[src/rtl/tx_ring_pkg.sv]
package tx_ring_pkg;

    localparam logic [7:0] READY_FLAG = 8'h83;
    localparam logic [7:0] DONE_FLAG  = 8'h03;
    localparam int         FLAG_OFS   = 2;
    localparam int         LEN_OFS    = 4;

    typedef enum logic [1:0] {
        AK_FLAG,
        AK_LEN_HI,
        AK_LEN_LO,
        AK_BUF
    } addr_kind_t;

    typedef enum logic [3:0] {
        S_IDLE,
        S_FLAG_RQ,
        S_FLAG_CHK,
        S_LENH_RQ,
        S_LENL_RQ,
        S_LEN_CAP,
        S_STREAM,
        S_DRAIN,
        S_RELEASE,
        S_ADV,
        S_FINISH
    } eng_state_t;

    function automatic logic [15:0] neg_len(input logic [7:0] hi, input logic [7:0] lo);
        return 16'(~{hi, lo} + 16'd1);
    endfunction

endpackage

[src/rtl/tx_addr_gen.sv]
module tx_addr_gen
    import tx_ring_pkg::*;
#(
    parameter int ADDR_W     = 32,
    parameter int RING_LOG   = 4,
    parameter int CNT_W      = 11,
    parameter int DESC_BYTES = 8,
    parameter int RING_OFS   = 152,
    parameter int BUF_OFS    = 280,
    parameter int BUF_BYTES  = 1544
) (
    input  logic [ADDR_W-1:0]   init_ptr,
    input  logic [ADDR_W-1:0]   dma_off,
    input  logic [RING_LOG-1:0] slot,
    input  addr_kind_t          kind,
    input  logic [CNT_W-1:0]    bcnt,
    output logic [ADDR_W-1:0]   addr
);
    logic [ADDR_W-1:0] base;
    logic [ADDR_W-1:0] desc_a;
    logic [ADDR_W-1:0] buf_a;

    always_comb begin
        base   = init_ptr + dma_off;
        desc_a = base + ADDR_W'(RING_OFS) + ADDR_W'(slot) * ADDR_W'(DESC_BYTES);
        buf_a  = base + ADDR_W'(BUF_OFS) + ADDR_W'(slot) * ADDR_W'(BUF_BYTES) + ADDR_W'(bcnt);
        case (kind)
            AK_FLAG:   addr = desc_a + ADDR_W'(FLAG_OFS);
            AK_LEN_HI: addr = desc_a + ADDR_W'(LEN_OFS);
            AK_LEN_LO: addr = desc_a + ADDR_W'(LEN_OFS + 1);
            default:   addr = buf_a;
        endcase
    end
endmodule

[src/rtl/tx_stream_out.sv]
module tx_stream_out #(
    parameter int CNT_W     = 11,
    parameter int BUF_BYTES = 1544
) (
    input  logic       clk,
    input  logic       rst,
    input  logic       issue,
    input  logic       issue_last,
    input  logic [7:0] mem_rdata,
    output logic       tx_valid,
    output logic [7:0] tx_data,
    output logic       tx_last
);
    logic pend_q;
    logic last_q;

    always_ff @(posedge clk) begin
        if (rst) begin
            pend_q <= 1'b0;
            last_q <= 1'b0;
        end else begin
            pend_q <= issue;
            last_q <= issue_last;
        end
    end

    assign tx_valid = pend_q;
    assign tx_data  = pend_q ? mem_rdata : 8'h00;
    assign tx_last  = last_q;

    // bytes emitted so far in the current frame (checker state)
    logic [CNT_W:0] sent_bytes;
    always_ff @(posedge clk) begin
        if (rst) sent_bytes <= '0;
        else if (tx_valid) sent_bytes <= tx_last ? '0 : sent_bytes + 1'b1;
    end

    // a frame never runs past the buffer size
    a_r5_frame_cap: assert property (@(posedge clk) disable iff (rst)
        tx_valid |-> (sent_bytes < (CNT_W + 1)'(BUF_BYTES)));

    // the end marker rides only on a valid byte
    a_r4_last_valid: assert property (@(posedge clk) disable iff (rst)
        tx_last |-> tx_valid);
endmodule

[src/rtl/tx_ring_fsm.sv]
module tx_ring_fsm
    import tx_ring_pkg::*;
#(
    parameter int RING_LOG  = 4,
    parameter int CNT_W     = 11,
    parameter int BUF_BYTES = 1544
) (
    input  logic                clk,
    input  logic                rst,
    input  logic                kick,
    input  logic                stopped,
    input  logic                irq_en,
    input  logic                intr_pending,
    input  logic [7:0]          mem_rdata,
    output logic                mem_req,
    output logic                mem_we,
    output logic [7:0]          mem_wdata,
    output addr_kind_t          kind,
    output logic [RING_LOG-1:0] slot,
    output logic [CNT_W-1:0]    bcnt,
    output logic                issue,
    output logic                issue_last,
    output logic                tx_done,
    output logic                irq,
    output logic                busy
);
    localparam int                  RING     = 1 << RING_LOG;
    localparam logic [RING_LOG-1:0] SCAN_LEN = RING_LOG'(RING - 1);

    eng_state_t          st;
    logic [RING_LOG-1:0] idx;
    logic [RING_LOG-1:0] scan;
    logic [RING_LOG-1:0] left;
    logic [7:0]          len_hi;
    logic [CNT_W-1:0]    count;
    logic                sent_any;
    logic                rescan;
    logic [15:0]         len_neg;
    logic [CNT_W-1:0]    cnt_next;
    logic                at_end;

    always_comb begin
        len_neg  = neg_len(len_hi, mem_rdata);
        cnt_next = (32'(len_neg) > BUF_BYTES) ? CNT_W'(BUF_BYTES) : CNT_W'(len_neg);
        at_end   = (bcnt == count - 1'b1);
    end

    always_ff @(posedge clk) begin
        if (rst) begin
            st       <= S_IDLE;
            idx      <= '0;
            scan     <= '0;
            left     <= '0;
            len_hi   <= '0;
            count    <= '0;
            bcnt     <= '0;
            sent_any <= 1'b0;
            rescan   <= 1'b0;
        end else begin
            if (kick && st != S_IDLE) rescan <= 1'b1;
            case (st)
                S_IDLE: begin
                    if (kick && !stopped) begin
                        scan     <= idx;
                        left     <= SCAN_LEN;
                        sent_any <= 1'b0;
                        st       <= S_FLAG_RQ;
                    end
                end
                S_FLAG_RQ:  st <= S_FLAG_CHK;
                S_FLAG_CHK: st <= (mem_rdata == READY_FLAG) ? S_LENH_RQ : S_ADV;
                S_LENH_RQ:  st <= S_LENL_RQ;
                S_LENL_RQ: begin
                    len_hi <= mem_rdata;
                    st     <= S_LEN_CAP;
                end
                S_LEN_CAP: begin
                    count <= cnt_next;
                    bcnt  <= '0;
                    st    <= (cnt_next == '0) ? S_RELEASE : S_STREAM;
                end
                S_STREAM: begin
                    bcnt <= bcnt + 1'b1;
                    if (at_end) st <= S_DRAIN;
                end
                S_DRAIN: st <= S_RELEASE;
                S_RELEASE: begin
                    idx      <= idx + 1'b1;
                    sent_any <= 1'b1;
                    st       <= S_ADV;
                end
                S_ADV: begin
                    scan <= scan + 1'b1;
                    left <= left - 1'b1;
                    st   <= (left == RING_LOG'(1)) ? S_FINISH : S_FLAG_RQ;
                end
                S_FINISH: begin
                    rescan <= 1'b0;
                    if ((rescan || kick) && !stopped) begin
                        scan     <= idx;
                        left     <= SCAN_LEN;
                        sent_any <= 1'b0;
                        st       <= S_FLAG_RQ;
                    end else begin
                        st <= S_IDLE;
                    end
                end
                default: st <= S_IDLE;
            endcase
        end
    end

    always_comb begin
        mem_req    = st inside {S_FLAG_RQ, S_LENH_RQ, S_LENL_RQ, S_STREAM, S_RELEASE};
        mem_we     = (st == S_RELEASE);
        mem_wdata  = mem_we ? DONE_FLAG : 8'h00;
        case (st)
            S_LENH_RQ: kind = AK_LEN_HI;
            S_LENL_RQ: kind = AK_LEN_LO;
            S_STREAM:  kind = AK_BUF;
            default:   kind = AK_FLAG;
        endcase
        slot       = scan;
        issue      = (st == S_STREAM);
        issue_last = (st == S_STREAM) && at_end;
        tx_done    = (st == S_RELEASE);
        irq        = (st == S_FINISH) && irq_en && (sent_any || intr_pending);
        busy       = (st != S_IDLE);
    end

    // a stopped, idle engine stays idle on a kick
    a_r2_stop_holds_idle: assert property (@(posedge clk) disable iff (rst)
        (!busy && kick && stopped) |=> !busy);

    // the only value written back is the released flag
    a_r6_release_value: assert property (@(posedge clk) disable iff (rst)
        (mem_req && mem_we) |-> (mem_wdata == 8'h03));

    // the done event is a single-cycle pulse
    a_r6_done_pulse: assert property (@(posedge clk) disable iff (rst)
        tx_done |=> !tx_done);

    // no interrupt without its enable
    a_r8_irq_enabled: assert property (@(posedge clk) disable iff (rst)
        irq |-> irq_en);
endmodule

[src/rtl/tx_ring_engine.sv]
module tx_ring_engine
    import tx_ring_pkg::*;
#(
    parameter int ADDR_W     = 32,
    parameter int RING_LOG   = 4,
    parameter int DESC_BYTES = 8,
    parameter int RING_OFS   = 152,
    parameter int BUF_OFS    = 280,
    parameter int BUF_BYTES  = 1544
) (
    input  logic              clk,
    input  logic              rst,
    input  logic              kick,
    input  logic              stopped,
    input  logic              irq_en,
    input  logic              intr_pending,
    input  logic [ADDR_W-1:0] init_ptr,
    input  logic [ADDR_W-1:0] dma_off,
    output logic              mem_req,
    output logic              mem_we,
    output logic [ADDR_W-1:0] mem_addr,
    output logic [7:0]        mem_wdata,
    input  logic [7:0]        mem_rdata,
    output logic              tx_valid,
    output logic [7:0]        tx_data,
    output logic              tx_last,
    output logic              tx_done,
    output logic              irq,
    output logic              busy
);
    localparam int CNT_W = $clog2(BUF_BYTES + 1);

    addr_kind_t          kind;
    logic [RING_LOG-1:0] slot;
    logic [CNT_W-1:0]    bcnt;
    logic                issue;
    logic                issue_last;

    tx_ring_fsm #(
        .RING_LOG  (RING_LOG),
        .CNT_W     (CNT_W),
        .BUF_BYTES (BUF_BYTES)
    ) u_fsm (
        .clk          (clk),
        .rst          (rst),
        .kick         (kick),
        .stopped      (stopped),
        .irq_en       (irq_en),
        .intr_pending (intr_pending),
        .mem_rdata    (mem_rdata),
        .mem_req      (mem_req),
        .mem_we       (mem_we),
        .mem_wdata    (mem_wdata),
        .kind         (kind),
        .slot         (slot),
        .bcnt         (bcnt),
        .issue        (issue),
        .issue_last   (issue_last),
        .tx_done      (tx_done),
        .irq          (irq),
        .busy         (busy)
    );

    tx_addr_gen #(
        .ADDR_W     (ADDR_W),
        .RING_LOG   (RING_LOG),
        .CNT_W      (CNT_W),
        .DESC_BYTES (DESC_BYTES),
        .RING_OFS   (RING_OFS),
        .BUF_OFS    (BUF_OFS),
        .BUF_BYTES  (BUF_BYTES)
    ) u_addr (
        .init_ptr (init_ptr),
        .dma_off  (dma_off),
        .slot     (slot),
        .kind     (kind),
        .bcnt     (bcnt),
        .addr     (mem_addr)
    );

    tx_stream_out #(
        .CNT_W     (CNT_W),
        .BUF_BYTES (BUF_BYTES)
    ) u_out (
        .clk        (clk),
        .rst        (rst),
        .issue      (issue),
        .issue_last (issue_last),
        .mem_rdata  (mem_rdata),
        .tx_valid   (tx_valid),
        .tx_data    (tx_data),
        .tx_last    (tx_last)
    );

    // descriptor write-back never overlaps an outgoing byte
    a_r4_quiet_write: assert property (@(posedge clk) disable iff (rst)
        tx_valid |-> !(mem_req && mem_we));
endmodule

[config.mk]
export PLATFORM = sky130hd
export DESIGN_NAME = tx_ring_engine
export DESIGN_NICKNAME = d
export VERILOG_FILES = /design/src/rtl/tx_ring_pkg.sv /design/src/rtl/tx_addr_gen.sv /design/src/rtl/tx_stream_out.sv /design/src/rtl/tx_ring_fsm.sv /design/src/rtl/tx_ring_engine.sv
export SDC_FILE = /design/constraint.sdc
export NUM_CORES = 1
export LEC_CHECK = 0
export ABC_AREA = 1
export CORE_ASPECT_RATIO = 2
export CORE_MARGIN = 1
export CORE_UTILIZATION = 33
export CTS_BUF_LIST = sky130_fd_sc_hd__clkbuf_16
export DETAILED_ROUTE_END_ITERATION = 7
export PLACE_DENSITY_LB_ADDON = 0.3
export SETUP_SLACK_MARGIN = 0.05
export SLEW_MARGIN = 30
export SYNTH_ARGS = -nofsm -noshare
export SYNTH_HDL_FRONTEND = slang
export SYNTH_HIERARCHICAL = 1
export SYNTH_SLANG_ARGS = --single-unit
[constraint.sdc]
create_clock -name clk -period 14 [get_ports clk]
set_input_delay 2.8 -clock clk [delete_from_list [all_inputs] [get_ports clk]]
set_output_delay 2.8 -clock clk [all_outputs]
set_load 0.01 [all_outputs]
==> flow_summary.ini, run 1 <==
[run_status]
status = finished clean

[global_route]
grt_max_degree = 30
grt_use_total_pct = 24.5
grt-ovfl-total = 0
grt_pass1_wl_mm = 63.4
antenna_found_initial = 0
grt_pass1_vias = 12900

[clocking]
cts_sinks = 50
cts-root-buf = clkbuf_16
postCtsHoldBufs = 0
clkTransAtPathRegs_ps = 70
cts_setup_buffers = 0
clock_path_buffers = 2
clk_latency_ps = 300
post_cts_resized = 0
htreeDepth = 2
numCtsBuffers = 5
cts_tree = done

[die]
start_util_pct = 33.7
coreArea_mm2 = 0.0323
die_x_um = 130
row_count = 93
die_area_mm2 = 0.0338
die_height_um = 259
io-pin-count = 133

[placement]
dp_hpwl_mm = 34.9
io_buffers = 126
place_congestion = 0.967

[pwr]
p_switching_w = 0.000700
p_clk_share_pct = 12.4
combPwrFrac_pct = 74.3
powerDensity_mw_per_mm2 = 101
intPower_w = 0.000597
ir_drop_uv = 83.3
seq_power_share_pct = 13.3
p_leak_nw = 6.25
p_sw_share_pct = 53.9

[drt]
routedWlPerCell_um = 16.3
dr.max_layer_used = met4
drtPass1Iterations = 5
drt_iter0_drc = 666
wl_met2_mm = 22.4
drc = 0
met3_wirelength_mm = 1.17
routed_wl_mm = 40.4
vias_per_cell = 5.16
vias = 12800
ant_nets = 0
met1Wirelength_mm = 12.5

[setup_path]
slowest_stage = clkdlybuf4s50_1
required_ps = 11200
crit_type = in -> out
crit_fanout = 4
crit_path_end_kind = primary output
max_stage_delay_ps = 500
start_kind = input pin
r2r_start = u_fsm/len_hi[0]$_SDFFE_PP0P_
critPathLaunch = init_ptr[0]
critical_path_arrival_ps = 8530

[min_path]
hold_path.class = reg -> reg
worstHoldStart = u_fsm/sent_any$_SDFFE_PP0P_

[synthesis]
yosys_warnings = 6
synth-seq-cells = 50
synth_top_flop_cell = dfxtp_1
ys_types = 59
async_flop_share_pct = 0
synth_edf_count = 0
avgSynthCellArea_um2 = 5.63
synth_area_mm2 = 0.0109
ys_seq_area_share_pct = 9.19
synthCells = 1935

[layout]
nNetsFinal = 2239
area_growth_pct = 17.7
n_antenna_cell = 0
fin_util_pct = 39.6
drive_above_1_share_pct = 8.77

[timing]
slew_headroom_pct = 40.4
finalHoldViolations = 0
period_needed_ps = 11330
fmax_ghz = 0.0883
rsz0062_at_grt = false
finalSetupTns_ps = 0
fin_crit_sh_pct = 80.9
clock_skew_ps = 8.83
tightest_slew_ps = 890
setup_viol = 0
drv_slew = 0

[run]
maxCapViolCount = 0
## cells in the mapped netlist, drive strengths merged, types with 8 or more instances
cell type  instances  share of area (%)
inv              332                 11
nor2             243                 11
a31oi             14               0.80
nand2            592                 22
o211ai            11               0.76
xor2              42                3.7
a21oi             95                4.4
xnor2             11               0.88
nor3              23                1.2
o21ai             87                4.0
nand3            163                8.3
clkbuf            18               0.67
buf               11               0.71
o2111ai            8               0.64
ha               100                 11
clkinv             9               0.31
a211oi            12               0.83
dfxtp             50                9.2
fa                 9                1.7
nand4             50                3.0
## registers in the layout (all words and copies together) (netlist names)
name and cells:
u_fsm/bcnt 11, u_fsm/count 11, u_fsm/idx 4, u_fsm/left 4, u_fsm/len_hi 8, u_fsm/rescan 1, u_fsm/sent_any 1, u_fsm/slot 4
u_fsm/st 4, u_out/tx_last 1, u_out/tx_valid 1
## critical path, delay by kind of cell
family	cells	cell delay (ps)
xor+xnor	1	280
compound gates	6	1330
simple gates	9	1160
buf+inv	4	1150
fa+ha+maj	5	1800
## power groups by stage
| stage | clock network, W | registers [W] | logic [W] |
|---|---|---|---|
| 2_1_floorplan | 0 | 0.000171 | 0.000629 |
| 3_3_place_gp | 0 | 0.000176 | 0.000949 |
| 3_5_place_dp | 0 | 0.000176 | 0.000959 |
| 4_1_cts | 0.000164 | 0.000173 | 0.000964 |
| 5_1_grt | 0.000169 | 0.000176 | 0.00107 |
| 6_report | 0.000161 | 0.000173 | 0.000964 |
## through the flow
step                worst slack [ps]  instance area (um^2)  instances  total power, W  hold slack (ps)
floorplan                       4480                 10900       1940        0.000800              436
global placement                2760                 12600       2472         0.00112              452
CTS                             2600                 12800       2480         0.00130              469
finish                          2670                 12800       2480         0.00130              469
detailed placement              2640                 12600       2472         0.00114              453
global route                    2060                 12800       2480         0.00141              492
## layout by cell type, fill, tap and decap left out, drive strengths merged, types with 2 or more instances in the layout
| master | instances |
|---|---|
| a211oi | 12 |
| a21oi | 95 |
| a221oi | 3 |
| a22oi | 5 |
| a311oi | 3 |
| a31oi | 14 |
| and2 | 5 |
| buf | 8 |
| bufinv | 2 |
| clkbuf | 5 |
| clkdlybuf4s50 | 126 |
| clkinv | 10 |
| conb | 6 |
| dfxtp | 50 |
| fa | 9 |
| ha | 100 |
| inv | 332 |
| nand2 | 592 |
| nand3 | 163 |
| nand3b | 6 |
| nand4 | 50 |
| nor2 | 243 |
| nor3 | 23 |
| nor3b | 2 |
| nor4 | 4 |
| o2111ai | 8 |
| o211ai | 11 |
| o21a | 3 |
| o21ai | 87 |
| o21bai | 3 |
| o22ai | 6 |
| or2 | 6 |
| xnor2 | 11 |
| xor2 | 42 |
## final cells by class
| cell class | instances | area (um^2) |
|---|---|---|
| Tap cell | 427 | 534 |
| Timing Repair Buffer | 134 | 1320 |
| Fill cell | 3654 | 19500 |
| Multi-Input combinational cell | 1520 | 8480 |
| Sequential cell | 50 | 1000 |
| Clock inverter | 3 | 68.8 |
| Inverter | 341 | 1280 |
| Clock buffer | 5 | 125 |
## per-layer routing
layer	up-vias	global-route usage, %
met5	-	0
met3	178	1.34
li1	6451	-
met4	0	23.4
met1	5769	20.0
met2	401	49.4
## kinds of logic (layout without fill, tap and decap cells)
kind of cell	count (synthesis)	after routing	share of synthesized area (%)
buffers and inverters	370	483	13.2
adder cells (fa/ha/maj)	109	109	13.1
AO/OA/AOI/OAI	257	257	13.6
flip-flops	50	50	9.19
AND/OR/NAND/NOR	1095	1095	46.3
XOR/XNOR	53	53	4.54
other	1	6	0.0344
## final timing paths
check                                endpoint  cells past startpoint  slack (ps)
setup reg to reg     u_fsm/st[1]$_SDFFE_PP0P_                     12       11840
hold reg to reg   u_fsm/sent_any$_SDFFE_PP0P_                      2         470
hold / removal    u_fsm/sent_any$_SDFFE_PP0P_                      2         470
setup / recovery                 mem_addr[23]                     25        2670
No activity file was read; power rests on OpenSTA's default activity.
==> inputs of run 2 (changes only) <==
Clock period 14 ns to 10 ns, I/O delays scaled along.
==> run 2 against run 1 <==
Compared with the run above: non-clock buffer count is 8 higher; sequential share of layout area about the same; core utilization increased by 0.13 points; final cell count increased by 0.32%; critical endpoint is now mem_addr[17]; largest power group unchanged.
==> flow_summary.ini, run 2 (synthesis results as in run 1) <==
[setup_path]
reg2reg_depth = 8
start_kind = input pin
r2r_start = u_fsm/st[2]$_SDFFE_PP0P_
crit_fanout = 6
reg2reg_to = u_fsm/bcnt[5]$_SDFFE_PP0P_
crit_type = in -> out
rrSetupSlack_ps = 7640
crit_path_end_kind = primary output
required_ps = 8000
critical_path_arrival_ps = 7580

[drt]
dr.max_layer_used = met4
met1Wirelength_mm = 12.6
drt_iter0_drc = 570
wl_met2_mm = 22.6
drtPass1Iterations = 7
met3_wirelength_mm = 1.36
routed_wl_mm = 40.6
routedWlPerCell_um = 16.3
vias_per_cell = 5.17
drc = 0
ant_nets = 0
vias = 12900

[layout]
multi_input_area_mm2 = 0.00848
fill_cells = 3689
n_antenna_cell = 0
final_common_cell = nand2_1
largestRegisters = u_fsm/bcnt x11, u_fsm/count x11, u_fsm/len_hi x8
area_growth_pct = 18.0
mostFrequentLayoutCells = 546 x nand2_1, 303 x inv_1, 190 x nor2_1
drive_above_1_share_pct = 9.17
nNetsFinal = 2247
register_area_mm2 = 0.00100

[clocking]
htreeDepth = 2
cts-root-buf = clkbuf_16
cts_sinks = 50
cts_tree = done
numCtsBuffers = 5
clkTransAtPathRegs_ps = 70
clk_latency_ps = 300
clock_path_buffers = 2
postCtsHoldBufs = 0

[die]
die_height_um = 259
start_util_pct = 33.7
io-pin-count = 133
coreArea_mm2 = 0.0323
die_area_mm2 = 0.0338
row_count = 93
die_x_um = 130

[timing]
tightest_slew_ps = 991
finalSetupTns_ps = 0
fmax_ghz = 0.104
finalHoldViolations = 0
slew_headroom_pct = 33.7
drv_slew = 0
rsz0062_at_grt = false
clock_skew_ps = 5.80
fin_crit_sh_pct = 95.8
setup_viol = 0
period_needed_ps = 9580

[global_route]
grt_pass1_vias = 13200
grt_pass1_wl_mm = 64.5
grt_max_degree = 36
grt_use_total_pct = 24.7
antenna_found_initial = 0
grt-ovfl-total = 0

[min_path]
whs_path_depth = 2
hold_path_end = u_fsm/left[2]$_SDFFE_PP0P_
worstHoldStart = u_fsm/left[2]$_SDFFE_PP0P_
hold_path.class = reg -> reg

[pwr]
powerDensity_mw_per_mm2 = 141
p_leak_nw = 6.29
total_power_w = 0.00181
ir_drop_uv = 97.7

[placement]
io_buffers = 126
dp_hpwl_mm = 34.8
place_congestion = 0.953

[run_status]
status = finished clean

[run]
maxCapViolCount = 0
[run 2: power breakdown]
group          total [W]  internal [W]  switching, W
Sequential      0.000243      0.000220     0.0000231
Clock           0.000201      0.000118     0.0000833
Combinational    0.00137      0.000491      0.000878
[run 2: layer usage]
metal | GRT usage, % | vias up
li1 | - | 6475
met1 | 20.2 | 5835
met2 | 50.4 | 387
met3 | 1.55 | 175
met4 | 22.0 | 0
met5 | 0 | -
[run 2: how the worst max path moves through the flow]
| stage | cells after the start | slack (ps) | start | endpoint |
|---|---|---|---|---|
| final | 27 | 420 | init_ptr[0] | mem_addr[17] |
| after global routing | 26 | 110 | dma_off[0] | mem_addr[31] |
| after CTS | 24 | 330 | init_ptr[0] | mem_addr[27] |
| after detailed placement | 24 | 340 | dma_off[0] | mem_addr[27] |
| after global placement | 24 | 360 | init_ptr[0] | mem_addr[27] |
| after floorplan | 24 | 2080 | init_ptr[0] | mem_addr[31] |
[run 2: timing repair]
item	in CTS	in global routing
setup endpoints to repair	0	4
buffers inserted	0	0
resized for setup	0	3
[run 2: final cells by class]
cell class	count	area share, %
tap	427	4.16
sequential	50	7.79
clock buffer	5	0.973
timing repair buffer	142	10.7
multi-input combinational	1520	66.0
clock inverter	3	0.350
inverter	341	10.0
[run 2: critical path, stage by stage]
cell	delay (ps)
clkdlybuf4s50_1	400
ha_1	260
fa_1	440
nand2_1	100
nand2_1	80
and2_1	200
xnor2_2	190
ha_1	290
inv_1	40
ha_1	210
fa_1	720
inv_1	120
nor2_1	160
inv_1	70
nor2_1	210
inv_1	100
nor2_1	100
inv_1	90
nor2_1	200
nand2_2	110
nor2_2	170
nor2_1	60
nor3_1	430
o211ai_1	150
nand2_1	100
nand2_1	60
clkdlybuf4s50_1	480
[run 2: stage by stage]
stage | worst slack, ps | area, um^2 | util [%] | hold WS (ps) | std cells
floorplan | 2080 | 10900 | - | 436 | 1940
detailed placement | 339 | 12700 | 39.2 | 476 | 2480
global route | 107 | 12900 | 39.7 | 518 | 2488
CTS | 328 | 12800 | 39.7 | 484 | 2488
finish | 424 | 12900 | 39.7 | 478 | 2488
global placement | 359 | 12700 | 39.2 | 464 | 2480
==> inputs of run 3 (changes only) <==
Settings changed: CTS_BUF_LIST sky130_fd_sc_hd__clkbuf_16 to default, DONT_BUFFER_PORTS from default to 1, SKIP_CTS_REPAIR_TIMING from default to 1.
==> run 3 against run 2 <==
Compared with the run above: wire length shrank 1.6%; critical path depth down 4; count of clock-buffer cells in the layout grew 1; die area unchanged; clock skew shrank 1.0 ps; final area is 10% lower; global-route usage decreased by 0.49 points; register-to-register slack gained 260 ps.
==> flow_summary.ini, run 3 (synthesis results as in run 1) <==
[setup_path]
crit_type = in -> out
critical_path_arrival_ps = 6860
crit_fanout = 4
crit_path_end_kind = primary output
required_ps = 8000
start_kind = input pin

[layout]
largestRegisters = u_fsm/bcnt x11, u_fsm/count x11, u_fsm/len_hi x8
drive_above_1_share_pct = 9.39
final_common_cell = nand2_1
area_growth_pct = 5.74
n_antenna_cell = 0
nNetsFinal = 2113
mostFrequentLayoutCells = 546 x nand2_1, 303 x inv_1, 188 x nor2_1

[clocking]
cts_tree = done
numCtsBuffers = 5
clock_path_buffers = 2
clk_latency_ps = 300
htreeDepth = 2
cts_sinks = 50
clkTransAtPathRegs_ps = 70
cts-root-buf = clkbuf_16

[timing]
rsz0062_at_grt = false
whs_ps = 474
finalHoldViolations = 0
fmax_ghz = 0.113
setup_viol = 0
slew_headroom_pct = 48.4
period_needed_ps = 8860
finalSetupTns_ps = 0
fin_crit_sh_pct = 88.6
clock_skew_ps = 4.80
tightest_slew_ps = 771
drv_slew = 0

[pwr]
powerDensity_mw_per_mm2 = 143
p_leak_nw = 5.75
ir_drop_uv = 94.3

[placement]
dp_hpwl_mm = 34.4
place_congestion = 0.995
io_buffers = 0

[run_status]
status = finished clean

[die]
coreArea_mm2 = 0.0323
die_x_um = 130
start_util_pct = 33.7
io-pin-count = 133
die_height_um = 259
row_count = 93
die_area_mm2 = 0.0338

[global_route]
grt-ovfl-total = 0
grt_pass1_vias = 12600
grt_pass1_wl_mm = 62.5
grt_use_total_pct = 24.2
antenna_found_initial = 0
grt_max_degree = 30

[drt]
dr.max_layer_used = met4
drc = 0
ant_nets = 0
vias_per_cell = 5.23
routedWlPerCell_um = 17.0
drt_iter0_drc = 628
met3_wirelength_mm = 1.15
met1Wirelength_mm = 12.3
wl_met2_mm = 21.7
routed_wl_mm = 39.9
vias = 12300
drtPass1Iterations = 5

[min_path]
hold_path.class = reg -> reg

[run]
maxCapViolCount = 0
[run 3: cell count changes in the layout (fill, tap and decap cells not counted), moves of 2 or more]
cell	delta
nor2_2	+2
nor2_1	-2
clkdlybuf4s50_1	-126
buf_4	-8
[run 3: stage by stage]
stage | instances | power [W] | setup slack, ps | area, um^2 | util, %
after detailed placement | 2346 | 0.00145 | 1160 | 11400 | 35.1
after global routing | 2354 | 0.00180 | 756 | 11500 | 35.6
after floorplan | 1940 | 0.00112 | 2080 | 10900 | -
after global placement | 2346 | 0.00144 | 1230 | 11400 | 35.1
after CTS | 2354 | 0.00164 | 1120 | 11500 | 35.6
final | 2354 | 0.00164 | 1140 | 11500 | 35.6
[run 3: power by group]
group / switching, W / total [W] / internal (W)
clock: 0.0000851 / 0.000186 / 0.000101
sequential: 0.0000218 / 0.000242 / 0.000220
combinational: 0.000856 / 0.00121 / 0.000358
total: 0.000963 / 0.00164 / 0.000678
[run 3: worst max-delay path: stages]
cell	delay, ps
ha_1	240
fa_1	440
nand2_1	100
nand2_1	80
and2_1	200
xnor2_1	330
ha_1	300
inv_1	70
fa_1	420
ha_1	360
nand3_1	90
nand2_1	100
a21oi_1	70
o21ai_0	250
a31oi_1	200
o21bai_1	250
a21oi_1	150
nor2_1	210
nand3_1	160
inv_1	150
nor2_1	50
o21ai_0	390
nand3_1	230
[run 3: worst paths after layout]
| check | cells past startpoint | from | to | slack (ps) |
|---|---|---|---|---|
| worst min register to register | 2 | u_fsm/sent_any$_SDFFE_PP0P_ | u_fsm/sent_any$_SDFFE_PP0P_ | 470 |
| worst max register to register | 9 | u_fsm/bcnt[1]$_SDFFE_PP0P_ | u_fsm/bcnt[10]$_SDFFE_PP0P_ | 7900 |
| worst min-delay path | 2 | u_fsm/sent_any$_SDFFE_PP0P_ | u_fsm/sent_any$_SDFFE_PP0P_ | 470 |
| worst max-delay path | 23 | init_ptr[0] | mem_addr[23] | 1140 |
[run 3: cell type report]
type | count | area (um^2)
Fill cell | 3747 | 20800
Multi-Input combinational cell | 1520 | 8480
Inverter | 341 | 1280
Sequential cell | 50 | 1000
Tap cell | 427 | 534
Clock buffer | 6 | 139
Timing Repair Buffer | 8 | 60.1
Clock inverter | 2 | 16.3
[run 3: routing by layer]
layer / track usage, % / vias to the layer above
li1: - / 6200
met1: 19.5 / 5538
met2: 47.9 / 400
met3: 2.02 / 184
met4: 24.7 / 0
met5: 0 / -
